### config.mk
export PLATFORM = sky130hd
export DESIGN_NAME = rpl_rx_replace
export DESIGN_NICKNAME = d
export VERILOG_FILES = /design/src/rtl/rpl_pkg.sv /design/src/rtl/rpl_tables.sv /design/src/rtl/rpl_prbs.sv /design/src/rtl/rpl_tone_pos.sv /design/src/rtl/rpl_rx_replace.sv
export SDC_FILE = /design/constraint.sdc
export NUM_CORES = 2
export LEC_CHECK = 0
export BUFFER_PORTS_ARGS = -buffer_cell sky130_fd_sc_hd__buf_4
export CAP_MARGIN = 20
export CORE_MARGIN = 5
export CORE_UTILIZATION = 63
export CTS_CLUSTER_DIAMETER = 200
export DETAILED_ROUTE_END_ITERATION = 6
export PLACE_DENSITY = 0.8
export SYNTH_ARGS = -nofsm -noshare
export SYNTH_HDL_FRONTEND = slang
export SYNTH_SLANG_ARGS = --single-unit
export TNS_END_PERCENT = 10
### constraint.sdc
create_clock -name clk -period 17.8 [get_ports clk]
set_input_delay 1.78 -clock clk [delete_from_list [all_inputs] [get_ports clk]]
set_output_delay 1.78 -clock clk [all_outputs]
set_load 0.01 [all_outputs]
### src/rtl/rpl_pkg.sv
package rpl_pkg;

  // configuration byte field positions
  localparam int CFG_TEST  = 7;
  localparam int CFG_TRUNK = 6;
  localparam int CFG_SIGSUB = 5;
  localparam int CFG_TONE  = 4;
  localparam int CFG_ALAW  = 3;

  // table select = top two address bits
  localparam logic [1:0] TBL_CFG  = 2'b01;
  localparam logic [1:0] TBL_DATA = 2'b10;
  localparam logic [1:0] TBL_SIG  = 2'b11;

  localparam logic [14:0] PRBS_SEED = 15'h7FFF;

  typedef enum logic [1:0] {
    SRC_PASS,
    SRC_TRUNK,
    SRC_TONE,
    SRC_PRBS
  } src_e;

  typedef struct packed {
    logic [14:0] state;
    logic [7:0]  bits;
  } prbs_step_t;

  // milliwatt tone: outer/inner magnitude, sign flips in the second half
  function automatic logic [7:0] tone_byte(input logic alaw, input logic [2:0] pos);
    logic       inner;
    logic [7:0] mag;
    inner = pos[0] ^ pos[1];
    if (alaw) mag = inner ? 8'h21 : 8'h34;
    else      mag = inner ? 8'h0B : 8'h1E;
    return {pos[2] | mag[7], mag[6:0]};
  endfunction

  // eight steps of x^15+x^14+1, first bit into bit 7
  function automatic prbs_step_t prbs_step8(input logic [14:0] s);
    prbs_step_t r;
    logic [14:0] t;
    logic        nb;
    t = s;
    r.bits = '0;
    for (int i = 0; i < 8; i++) begin
      nb = t[14] ^ t[13];
      t  = {t[13:0], nb};
      r.bits[7-i] = nb;
    end
    r.state = t;
    return r;
  endfunction

endpackage

### src/rtl/rpl_tables.sv
module rpl_tables
  import rpl_pkg::*;
#(
  parameter int SLOT_W = 5
) (
  input  logic              clk,
  input  logic              rst_n,
  input  logic              wr,
  input  logic              rd,
  input  logic [SLOT_W+1:0] addr,
  input  logic [7:0]        wdata,
  output logic [7:0]        rdata,
  input  logic              frame_load,
  input  logic [SLOT_W-1:0] slot,
  output logic [7:3]        cfg,
  output logic [7:0]        dcode,
  output logic [3:0]        scode
);
  localparam int NSLOT = 1 << SLOT_W;
  localparam int AW    = SLOT_W + 2;

  logic [7:0] stg_cfg [NSLOT];
  logic [7:0] stg_dat [NSLOT];
  logic [7:0] stg_sig [NSLOT];
  logic [7:0] act_cfg [NSLOT];
  logic [7:0] act_dat [NSLOT];
  logic [7:0] act_sig [NSLOT];

  logic [1:0]        tsel;
  logic [SLOT_W-1:0] aslot;
  logic              sig_hole;
  assign tsel     = addr[AW-1:AW-2];
  assign aslot    = addr[SLOT_W-1:0];
  assign sig_hole = (aslot == '0);

  // staged copy: written by the register port
  always_ff @(posedge clk) begin
    if (!rst_n) begin
      for (int i = 0; i < NSLOT; i++) begin
        stg_cfg[i] <= '0;
        stg_dat[i] <= '0;
        stg_sig[i] <= '0;
      end
    end else if (wr) begin
      case (tsel)
        TBL_CFG:  stg_cfg[aslot] <= wdata;
        TBL_DATA: stg_dat[aslot] <= wdata;
        TBL_SIG:  if (!sig_hole) stg_sig[aslot] <= wdata;
        default:  ;
      endcase
    end
  end

  // active copy: committed at the frame start
  always_ff @(posedge clk) begin
    if (!rst_n) begin
      for (int i = 0; i < NSLOT; i++) begin
        act_cfg[i] <= '0;
        act_dat[i] <= '0;
        act_sig[i] <= '0;
      end
    end else if (frame_load) begin
      for (int i = 0; i < NSLOT; i++) begin
        act_cfg[i] <= stg_cfg[i];
        act_dat[i] <= stg_dat[i];
        act_sig[i] <= stg_sig[i];
      end
    end
  end

  always_ff @(posedge clk) begin
    if (!rst_n) begin
      rdata <= '0;
    end else if (rd) begin
      case (tsel)
        TBL_CFG:  rdata <= stg_cfg[aslot];
        TBL_DATA: rdata <= stg_dat[aslot];
        TBL_SIG:  rdata <= sig_hole ? 8'h00 : stg_sig[aslot];
        default:  rdata <= 8'h00;
      endcase
    end
  end

  // the frame-start beat already sees the staged values
  logic [7:0] cfg_full;
  logic [7:0] sig_full;
  always_comb begin
    if (frame_load) begin
      cfg_full = stg_cfg[slot];
      dcode    = stg_dat[slot];
      sig_full = stg_sig[slot];
    end else begin
      cfg_full = act_cfg[slot];
      dcode    = act_dat[slot];
      sig_full = act_sig[slot];
    end
  end

  assign cfg   = cfg_full[7:3];
  assign scode = sig_full[3:0];

  logic unused_bits;
  assign unused_bits = ^{cfg_full[2:0], sig_full[7:4]};

endmodule

### src/rtl/rpl_prbs.sv
module rpl_prbs
  import rpl_pkg::*;
(
  input  logic       clk,
  input  logic       rst_n,
  input  logic       adv,
  output logic [7:0] byte_o
);
  logic [14:0] state;
  prbs_step_t  nxt;

  assign nxt    = prbs_step8(state);
  assign byte_o = nxt.bits;

  always_ff @(posedge clk) begin
    if (!rst_n)   state <= PRBS_SEED;
    else if (adv) state <= nxt.state;
  end
endmodule

### src/rtl/rpl_tone_pos.sv
module rpl_tone_pos #(
  parameter int SLOT_W = 5,
  parameter int POS_W  = 3
) (
  input  logic              clk,
  input  logic              rst_n,
  input  logic [SLOT_W-1:0] slot,
  input  logic              adv,
  output logic [POS_W-1:0]  pos
);
  localparam int NSLOT = 1 << SLOT_W;

  logic [POS_W-1:0] pos_q [NSLOT];

  assign pos = pos_q[slot];

  always_ff @(posedge clk) begin
    if (!rst_n) begin
      for (int i = 0; i < NSLOT; i++) pos_q[i] <= '0;
    end else if (adv) begin
      pos_q[slot] <= pos_q[slot] + 1'b1;
    end
  end
endmodule

### src/rtl/rpl_rx_replace.sv
module rpl_rx_replace
  import rpl_pkg::*;
#(
  parameter int SLOT_W = 5,
  localparam int ADDR_W = SLOT_W + 2
) (
  input  logic              clk,
  input  logic              rst_n,
  input  logic              pat_gen_mode,
  input  logic              frac_clk_mode,
  input  logic              reg_wr,
  input  logic              reg_rd,
  input  logic [ADDR_W-1:0] reg_addr,
  input  logic [7:0]        reg_wdata,
  output logic [7:0]        reg_rdata,
  input  logic              in_valid,
  output logic              in_ready,
  input  logic [7:0]        in_data,
  input  logic [SLOT_W-1:0] in_slot,
  input  logic [3:0]        in_sig,
  output logic              out_valid,
  input  logic              out_ready,
  output logic [7:0]        out_data,
  output logic [SLOT_W-1:0] out_slot,
  output logic [3:0]        out_sig,
  output logic              out_clk_en,
  output logic              test_valid,
  output logic [7:0]        test_byte
);
  logic       in_fire;
  logic       frame_load;
  logic [7:3] cfg;
  logic [7:0] dcode;
  logic [3:0] scode;
  logic [7:0] prbs_byte;
  logic [2:0] tone_pos;
  src_e       src;
  logic [7:0] data_nxt;
  logic [3:0] sig_nxt;
  logic       extract;

  logic              v_q;
  logic [7:0]        d_q;
  logic [SLOT_W-1:0] s_q;
  logic [3:0]        g_q;
  logic              ce_q;
  logic              tv_q;
  logic [7:0]        tb_q;

  assign in_ready   = !v_q || out_ready;
  assign in_fire    = in_valid && in_ready;
  assign frame_load = in_fire && (in_slot == '0);

  rpl_tables #(.SLOT_W(SLOT_W)) u_tables (
    .clk        (clk),
    .rst_n      (rst_n),
    .wr         (reg_wr),
    .rd         (reg_rd),
    .addr       (reg_addr),
    .wdata      (reg_wdata),
    .rdata      (reg_rdata),
    .frame_load (frame_load),
    .slot       (in_slot),
    .cfg        (cfg),
    .dcode      (dcode),
    .scode      (scode)
  );

  rpl_prbs u_prbs (
    .clk    (clk),
    .rst_n  (rst_n),
    .adv    (in_fire && src == SRC_PRBS),
    .byte_o (prbs_byte)
  );

  rpl_tone_pos #(.SLOT_W(SLOT_W), .POS_W(3)) u_tone (
    .clk   (clk),
    .rst_n (rst_n),
    .slot  (in_slot),
    .adv   (in_fire && src == SRC_TONE),
    .pos   (tone_pos)
  );

  // payload source in order of precedence
  always_comb begin
    if (cfg[CFG_TEST] && pat_gen_mode) src = SRC_PRBS;
    else if (cfg[CFG_TONE])            src = SRC_TONE;
    else if (cfg[CFG_TRUNK])           src = SRC_TRUNK;
    else                               src = SRC_PASS;
  end

  always_comb begin
    case (src)
      SRC_PRBS:  data_nxt = prbs_byte;
      SRC_TONE:  data_nxt = tone_byte(cfg[CFG_ALAW], tone_pos);
      SRC_TRUNK: data_nxt = dcode;
      default:   data_nxt = in_data;
    endcase
  end

  assign sig_nxt = (cfg[CFG_SIGSUB] && in_slot != '0) ? scode : in_sig;
  assign extract = cfg[CFG_TEST] && !pat_gen_mode;

  always_ff @(posedge clk) begin
    if (!rst_n) begin
      v_q  <= 1'b0;
      d_q  <= '0;
      s_q  <= '0;
      g_q  <= '0;
      ce_q <= 1'b1;
      tv_q <= 1'b0;
      tb_q <= '0;
    end else if (in_fire) begin
      v_q  <= 1'b1;
      d_q  <= data_nxt;
      s_q  <= in_slot;
      g_q  <= sig_nxt;
      ce_q <= !(frac_clk_mode && cfg[CFG_TRUNK]);
      tv_q <= extract;
      tb_q <= in_data;
    end else if (out_ready) begin
      v_q  <= 1'b0;
      tv_q <= 1'b0;
    end
  end

  assign out_valid  = v_q;
  assign out_data   = d_q;
  assign out_slot   = s_q;
  assign out_sig    = g_q;
  assign out_clk_en = ce_q;
  assign test_valid = tv_q;
  assign test_byte  = tb_q;

endmodule

==> metrics.cfg <==
[logic_synthesis]
synthTopCellsByCount=edfxtp_1, and2_1, mux4_2
synth_most_common_cell=edfxtp_1
netlist_area_um2=67000
synth_cell_type_count=84
synth.yosys.seq_area_share_pct=64.6
yosysWarnings=0
synth_area_leaders=edfxtp_1, and2_1, mux4_2
synth_seq_cells=1459
syn_avg_cell_area_um2=14.8
ys.flop_type=edfxtp_1
synth_top_area_share_pct=63.1
netlist_instances=4517
synth_area_leader_cell=edfxtp_1
synthArstFlopShare_pct=0
synth-edff-count=1408

[detailed_routing]
highest_layer=met5
wirelength_um=182000
drt_iter0_markers=6043
wl_per_cell_um=30.0
wl_met2_um=82000
vias=40300
first_pass_iters=6
met3_length_um=25100
drt-met1-wl_um=64000
via_per_inst=6.67
postRouteAntennaNets=0
post-route-drc-count=0

[job]
cap_viol_max_count=0

[timing]
hold_violations=0
period_needed_ns=6.26
rsz0062_at_grt=no
finalSetupViolCount=0
skew_ns=0.0385
tightest_slew_ns=1.21
slew_viol_final=0
setup_tns_ns=0
period_share_pct=35.2
max_freq_mhz=160
finalHoldWorstSlack_ns=0.454
slew_headroom_pct=19.1

[global_route]
grt_pass1_vias=39700
grt_usage_pct=32.3
antenna_found_initial=12
grt-ovfl-total=0
grt_first_pass_wirelength_um=264000
grt_start_max_net_pins=295

[place]
dpl.hpwl_um=118000
numPortBuffers=76
gp_congestion=0.972

[cts]
htreeDepth=4
clockBufferDepth=3
clk_pin_slew_ns=0.06
ctsHoldBuffers=0
cts_resized=0
insertion_delay_ns=0.76
cts_root_buf=clkbuf_16
cts_sinks=1459
cts_tree=built
cts_buffers=148
post_cts_buffers=0

[floorplanning]
io_pins=77
start_util_pct=63.6
placementRows=119
coreArea_um2=105000
die_area_um2=113000
die_y_um=336
die_w_um=336

[cells_and_area]
final_layout_size_suffix_gt1_share_pct=17.8
area_delta_synth_final_pct=9.78
nNetsFinal=4575

[worst_setup_path]
cp-end-kind=flip-flop
crit_fanout=185
path_class=in2reg
reg2reg_slack_ns=12.80
required_ns=18.17
crit_arrival_ns=6.62
critPathLaunchType=input port

[power_and_ir_drop]
power.leakage_nw=25.5
pwr_density_cell_nw_per_um2=104
ir_drop_mv=0.0813

[worst_hold_path]
hold_class=reg2reg

[status]
status=complete, no violations

-- worst max-delay path, cell delays in order --
cell and delay (ns):
buf_4 0.30, nor4_2 0.50, nand3_1 0.45, nand2_4 0.69
buf_4 0.79, buf_12 0.66, buf_4 0.95
-- final cells by class --
cell class                 instances  area (um2)
inverter                           9        33.8
fill                            6678       31800
sequential                      1459       43300
antenna                            8        20.0
tap                             1391        1740
timing repair buffer             222        1730
clock buffer                     203        4140
clock inverter                    63         567
multi-input combinational       2694       22000
-- worst paths after layout --
path,startpoint,to,cells after the start
max,in_slot[4],u_tables.act_sig[21][3],7
min,test_byte[4],test_byte[4],2
max reg2reg,out_valid,u_tables.act_sig[21][3],6
min reg2reg,test_byte[4],test_byte[4],2
-- cells in the final DEF, fill, tap and decap left out, drive strengths merged, types with 10 or more instances in the layout --
cell and count:
edfxtp 1408, and2 1310, mux4 306, buf 221
clkbuf 204, a22oi 146, o21ai 146, nand2 133
nor2 125, nor3 110, mux2i 80, dfxtp 51
clkinv 51, nand4 39, a21oi 34, nand3 30
nand2b 22, o211ai 17, o31ai 17, nor2b 15
mux2 14, a211oi 14, o22ai 14, inv 12
and3 10, a21o 10
-- layer usage --
| metal | track usage [%] | vias up |
|---|---|---|
| li1 | - | 16900 |
| met1 | 42.9 | 20000 |
| met2 | 48.2 | 2848 |
| met3 | 11.1 | 549 |
| met4 | 16.1 | 14 |
| met5 | 0 | - |
-- state kept, by name, indices dropped and copies added, names as in the netlist --
register and cells:
u_tables.rdata 8, u_tables.stg_cfg 256, u_tone.pos_q 96, u_prbs.state 15
out_valid 1, test_byte 8, out_sig 4, u_tables.act_sig 128
out_slot 5, test_valid 1, u_tables.act_cfg 160, out_data 8
u_tables.act_dat 256, u_tables.stg_dat 256, u_tables.stg_sig 256, out_clk_en 1
-- per-stage QoR --
stage	std cells	utilization, %	area [um2]	worst slack, ns	total power, mW
2_1_floorplan	4524	-	67000	2.23	4.46
3_3_place_gp	5748	65.1	68700	11.12	4.67
3_5_place_dp	5763	65.2	68800	10.98	4.69
4_1_cts	6029	69.7	73500	11.76	7.67
5_1_grt	6041	69.8	73500	11.36	7.87
6_report	6049	69.8	73600	11.54	7.68
-- where the power goes --
part	total [mW]	switching, mW	internal (mW)
combinational	0.629	0.411	0.217
clock	3.04	1.29	1.75
sequential	4.02	0.0786	3.94
total	7.68	1.78	5.90
-- logic make-up (layout without fill, tap and decap cells) --
logic type / Yosys count / in the layout / share of synthesized area [%]
fa+ha+maj: 1 / 1 / 0.0187
flops: 1459 / 1459 / 64.6
other cells: 1 / 16 / 0.00560
xor+xnor: 9 / 9 / 0.118
simple gates: 1830 / 1830 / 16.4
compound gates: 446 / 446 / 4.50
buf+inv: 371 / 497 / 2.62
mux: 400 / 400 / 11.7
No activity file was read; power rests on OpenSTA's default activity.
